File: src/rtl/mac_reset_pkg.sv
package mac_reset_pkg;
  // write-data bit positions (software-visible layout)
  localparam int BIT_SW  = 0;
  localparam int BIT_TX  = 1;
  localparam int BIT_RX  = 2;
  localparam int BIT_CNT = 3;
  localparam int NUM_BITS = 4;

  // reset domain indices
  localparam int DOM_CNT = 0;
  localparam int DOM_RX  = 1;
  localparam int DOM_TX  = 2;
  localparam int DOM_MII = 3;
  localparam int NUM_DOM = 4;

  // strobes from control to datapath
  typedef struct packed {
    logic [NUM_DOM-1:0] load;     // start the hold timer of a domain
    logic               swAccept; // software reset taken
    logic               swReject; // software reset refused (MII busy)
  } rst_strobe_t;
endpackage

File: src/rtl/rst_hold_timer.sv
module rst_hold_timer #(
  parameter int HOLD = 4
) (
  input  logic clk,
  input  logic rstN,
  input  logic load,
  output logic active
);
  localparam int CW = $clog2(HOLD + 1);
  localparam logic [CW-1:0] HOLD_V = CW'(HOLD);

  logic [CW-1:0] remain;

  always_ff @(posedge clk or negedge rstN) begin
    if (!rstN)              remain <= '0;
    else if (load)          remain <= HOLD_V;
    else if (remain != '0)  remain <= remain - 1'b1;
  end

  assign active = (remain != '0);
endmodule

File: src/rtl/mac_reset_ctrl.sv
module mac_reset_ctrl
  import mac_reset_pkg::*;
(
  input  logic                wrEn,
  input  logic [NUM_BITS-1:0] wrData,
  input  logic                miiBusy,
  input  logic [NUM_DOM-1:0]  domActive,
  input  logic                swActive,
  output rst_strobe_t         strobe
);
  logic swReq, cntReq, rxReq, txReq;

  always_comb begin
    swReq  = wrEn & wrData[BIT_SW];
    cntReq = wrEn & wrData[BIT_CNT] & ~domActive[DOM_CNT];
    rxReq  = wrEn & wrData[BIT_RX]  & ~domActive[DOM_RX];
    txReq  = wrEn & wrData[BIT_TX]  & ~domActive[DOM_TX];

    strobe.swReject = swReq & miiBusy;
    strobe.swAccept = swReq & ~miiBusy & ~swActive;

    strobe.load          = '0;
    strobe.load[DOM_CNT] = cntReq | strobe.swAccept;
    strobe.load[DOM_RX]  = rxReq  | strobe.swAccept;
    strobe.load[DOM_TX]  = txReq  | strobe.swAccept;
    strobe.load[DOM_MII] = strobe.swAccept;
  end
endmodule

File: src/rtl/mac_reset_datapath.sv
module mac_reset_datapath
  import mac_reset_pkg::*;
#(
  parameter int CNT_HOLD  = 40,
  parameter int PORT_HOLD = 4
) (
  input  logic                clk,
  input  logic                rstN,
  input  rst_strobe_t         strobe,
  output logic [NUM_DOM-1:0]  domActive,
  output logic                swActive,
  output logic                errFlag
);
  logic swOwn;

  for (genvar g = 0; g < NUM_DOM; g++) begin : g_dom
    localparam int H = (g == DOM_CNT) ? CNT_HOLD : PORT_HOLD;
    rst_hold_timer #(.HOLD(H)) u_timer (
      .clk    (clk),
      .rstN   (rstN),
      .load   (strobe.load[g]),
      .active (domActive[g])
    );
  end

  // software reset in progress: held until the longest pulse (counters) ends
  always_ff @(posedge clk or negedge rstN) begin
    if (!rstN)                    swOwn <= 1'b0;
    else if (strobe.swAccept)     swOwn <= 1'b1;
    else if (!domActive[DOM_CNT]) swOwn <= 1'b0;
  end

  // sticky refusal flag, untouched by the domain resets
  always_ff @(posedge clk or negedge rstN) begin
    if (!rstN)                errFlag <= 1'b0;
    else if (strobe.swReject) errFlag <= 1'b1;
  end

  assign swActive = swOwn & domActive[DOM_CNT];
endmodule

File: src/rtl/mac_reset_sequencer.sv
module mac_reset_sequencer
  import mac_reset_pkg::*;
#(
  parameter int CNT_HOLD  = 40,
  parameter int PORT_HOLD = 4
) (
  input  logic       clk,
  input  logic       rstN,
  input  logic       wrEn,
  input  logic [3:0] wrData,
  input  logic       miiBusy,
  output logic [3:0] ctlRead,
  output logic       cntRst,
  output logic       rxRst,
  output logic       txRst,
  output logic       miiRst,
  output logic       swErr
);
  rst_strobe_t        strobe;
  logic [NUM_DOM-1:0] domActive;
  logic               swActive;

  mac_reset_ctrl u_ctrl (
    .wrEn      (wrEn),
    .wrData    (wrData),
    .miiBusy   (miiBusy),
    .domActive (domActive),
    .swActive  (swActive),
    .strobe    (strobe)
  );

  mac_reset_datapath #(.CNT_HOLD(CNT_HOLD), .PORT_HOLD(PORT_HOLD)) u_dp (
    .clk       (clk),
    .rstN      (rstN),
    .strobe    (strobe),
    .domActive (domActive),
    .swActive  (swActive),
    .errFlag   (swErr)
  );

  assign cntRst = domActive[DOM_CNT];
  assign rxRst  = domActive[DOM_RX];
  assign txRst  = domActive[DOM_TX];
  assign miiRst = domActive[DOM_MII];

  always_comb begin
    ctlRead          = '0;
    ctlRead[BIT_CNT] = domActive[DOM_CNT];
    ctlRead[BIT_RX]  = domActive[DOM_RX];
    ctlRead[BIT_TX]  = domActive[DOM_TX];
    ctlRead[BIT_SW]  = swActive;
  end
endmodule

File: config.mk
export PLATFORM = sky130hd
export DESIGN_NAME = mac_reset_sequencer
export DESIGN_NICKNAME = d
export VERILOG_FILES = /design/src/rtl/mac_reset_pkg.sv /design/src/rtl/rst_hold_timer.sv /design/src/rtl/mac_reset_ctrl.sv /design/src/rtl/mac_reset_datapath.sv /design/src/rtl/mac_reset_sequencer.sv
export SDC_FILE = /design/constraint.sdc
export NUM_CORES = 1
export LEC_CHECK = 0
export BUFFER_PORTS_ARGS = -buffer_cell sky130_fd_sc_hd__buf_2
export CORE_MARGIN = 1.5
export CORE_UTILIZATION = 25
export DETAILED_ROUTE_END_ITERATION = 10
export PLACE_DENSITY_LB_ADDON = 0.08
export SYNTH_ARGS = -nofsm -noshare
export SYNTH_HDL_FRONTEND = slang
export SYNTH_SLANG_ARGS = --single-unit
File: constraint.sdc
create_clock -name clk -period 1.8 [get_ports clk]
set_input_delay 0.18 -clock clk [delete_from_list [all_inputs] [get_ports clk]]
set_output_delay 0.18 -clock clk [all_outputs]
set_load 0.02 [all_outputs]
==> metrics <==
Worst Min Path Start=wrData[0]; R2R Setup Slk=0.12 ns; clock transition at the registers of the reported paths=0.07 ns; Max Freq=0.573 GHz; nets=128; post-synthesis area per instance=10.9 sq um; hold slack=0.201 ns; Layout area overhead=19.4%; CTS buffer count=3; Critical Path RT=1.62 ns; hold endpoint=u_dp.errFlag$_DFFE_PN0P_; post-synth top area share=42.3%; multi-input combinational cell area=513 sq um; Setup-failing EPs final=0; Tcrit/Tclk final=97.0%; most used flip-flop cell after synthesis=dfrtp_1; Layout Utilization=31.8%; FP Rows=22; clk root buf=clkbuf_8; CTS tree=yes; status=finished, final reports clean; most common cell in the netlist=dfrtp_1; crit path kind=reg2out; H-tree Lvls=1; via count=716; die boundary width=66.4 um; Slew Limit Fails=0; GRT Total Usage=10.6%; number of antenna diodes=0; Clock Latency Late Sink=0.25 ns; die area=0.00441 sq mm; Seq/Total Area, Yosys=42.3%; Routed Antenna Nets=0; crit start category=flop; # IOs=17; crit path launch=u_dp.g_dom[0].u_timer.remain[2]$_DFFE_PN0P_; detailed-route DRC error count=0; Syn. warnings=0; Mapped Cells=92; slew at the pin with the worst max-slew slack=0.408 ns; max_slew headroom=72.8%; number of global-route vias before repair=718; # fillers=381; crit path max fanout=5; Setup crit end kind=output port; synth cell count leaders=dfrtp_1 (17), ha_1 (8), inv_1 (8); most area-consuming cells after synthesis=dfrtp_1 (42%), ha_1 (10%), xnor2_1 (5.2%), a211oi_1 (3.7%), mux2_2 (3.4%); P per Cell Area=1800 mW/mm^2; Pleak=0.516 nW; layout cell share with drive strength beyond 1=32.4%; initial antenna violation count=0; number of I/O port buffers=16; Yosys cell types=35; DRT Pass-1 Iters=4; hold depth=2; Netlist Area Pre-Place=0.00100 sq mm; initial drt markers=15; CTS Sinks=17; Hold Vio Cnt, Final=0; async set-reset flop share out of synthesis=100%; first-pass GRT wire length=3480 um; core area=0.00377 sq mm; hold crit path type=in2reg; Peak VDD IR=0.000426 V; cell taking the most area after synthesis=dfrtp_1; #FFs+latches synth=17; r2r endpoint=u_dp.g_dom[0].u_timer.remain[0]$_DFFE_PN0P_; max cap viols=0; Final min period=1.75 ns; reg2reg path depth=4; Worst Skew=0.00124 ns; Post-synth EDFFs=0; Final HPWL DP=1510 um; drt total wl=2060 um; DIE HEIGHT=66.4 um; Vias per Instance=4.50; RSZ-0062 raised after global routing=no; syn nets=108; post-DR wirelength/cell=13.0 um; Worst Path Arrival=1.57 ns; clk buf depth=2; initial cell density of the core=26.6%; Worst R2R Start=u_dp.g_dom[0].u_timer.remain[2]$_DFFE_PN0P_; largest net degree at the start of global routing=18; setup TNS=0 ns; GRT overflow=0; sequential cell area=427 sq um; RD Place Congestion=0.718
routing by layer:
metal | up-vias | track usage (%) | share of wire (%)
met5 | - | 0 | 0
met4 | 0 | 3.83 | 0.97
met3 | 2 | 1.53 | 3.7
met2 | 16 | 17.8 | 47
met1 | 342 | 13.7 | 48
li1 | 356 | - | -
state kept, by name, summed over array words and instances (netlist names):
| register | count |
|---|---|
| u_dp.errFlag | 1 |
| u_dp.g_dom.u_timer.remain | 15 |
| u_dp.swOwn | 1 |
where the power goes:
group / total [mW] / internal (mW) / switching (mW) / leakage [nW]
sequential: 0.728 / 0.583 / 0.145 / 0.194
clock: 0.290 / 0.154 / 0.136 / 0.0255
combinational: 1.14 / 0.551 / 0.589 / 0.296
metrics by stage:
step | cells | worst slack (ns) | power, mW | instance area, sq um
2_1_floorplan | 92 | 0.200 | 1.59 | 1000
3_3_place_gp | 151 | 0.196 | 1.80 | 1110
3_5_place_dp | 151 | 0.171 | 1.82 | 1110
4_1_cts | 156 | 0.00274 | 2.14 | 1170
5_1_grt | 159 | 0.00690 | 2.40 | 1200
6_report | 159 | 0.0535 | 2.16 | 1200
cells by family (layout without fill, tap and decap cells):
kind of cell    Yosys count  after routing  synth area share [%]
compound gates           19             19                  16.2
flops                    17             17                  42.3
mux                       4              4                  4.36
buf+inv                  15             34                  7.85
simple gates             23             23                  14.1
fa+ha+maj                 8              8                  9.96
xor+xnor                  6              6                  5.23
placed cells by master (no fill, tap or decap), drive strengths merged:
master and instances:
buf 20, dfrtp 17, inv 9, ha 8
xnor2 6, nor2 5, a211oi 5, nand2b 4
o21ai 4, mux2 3, clkbuf 3, a21oi 2
nor3b 2, nor2b 2, and4b 2, nor3 2
or3 1, or2 1, nand3b 1, o22ai 1
and3b 1, a2111oi 1, o2bb2ai 1, o22a 1
nand2 1, mux2i 1, a221oi 1, or4 1
o31ai 1, a31oi 1, a31o 1, clkinv 1
dlygate4sd3 1
cell type report:
| class | count | area share (%) |
|---|---|---|
| Clock buffer | 3 | 3.44 |
| Clock inverter | 1 | 0.417 |
| Inverter | 9 | 2.82 |
| Multi-Input combinational cell | 60 | 42.8 |
| Sequential cell | 17 | 35.6 |
| Tap cell | 48 | 5.01 |
| Timing Repair Buffer | 21 | 10.0 |
worst max path at each step:
stage                                                        endpoint  slack (ns)  cells past startpoint
after global routing                                           cntRst       0.007                      5
after detailed placement  u_dp.g_dom[0].u_timer.remain[0]$_DFFE_PN0P_        0.17                      3
after CTS                                                      cntRst       0.003                      5
final                                                          cntRst        0.05                      3
after floorplan                                            ctlRead[3]        0.20                      4
after global placement    u_dp.g_dom[0].u_timer.remain[0]$_DFFE_PN0P_        0.20                      3
what timing repair did:
item	in CTS	in global routing
endpoints found under the setup margin	3	3
pin swaps	0	1
resized for setup	1	3
setup buffers	0	3
endpoints found under the hold margin	17	0
hold buffers	1	0
worst max-delay path, stage by stage, from the launching register on:
cell and delay, ns:
dfrtp_1 0.41, or3_4 0.43, or2_2 0.31, buf_2 0.16
No activity file was read; power rests on OpenSTA's default activity.
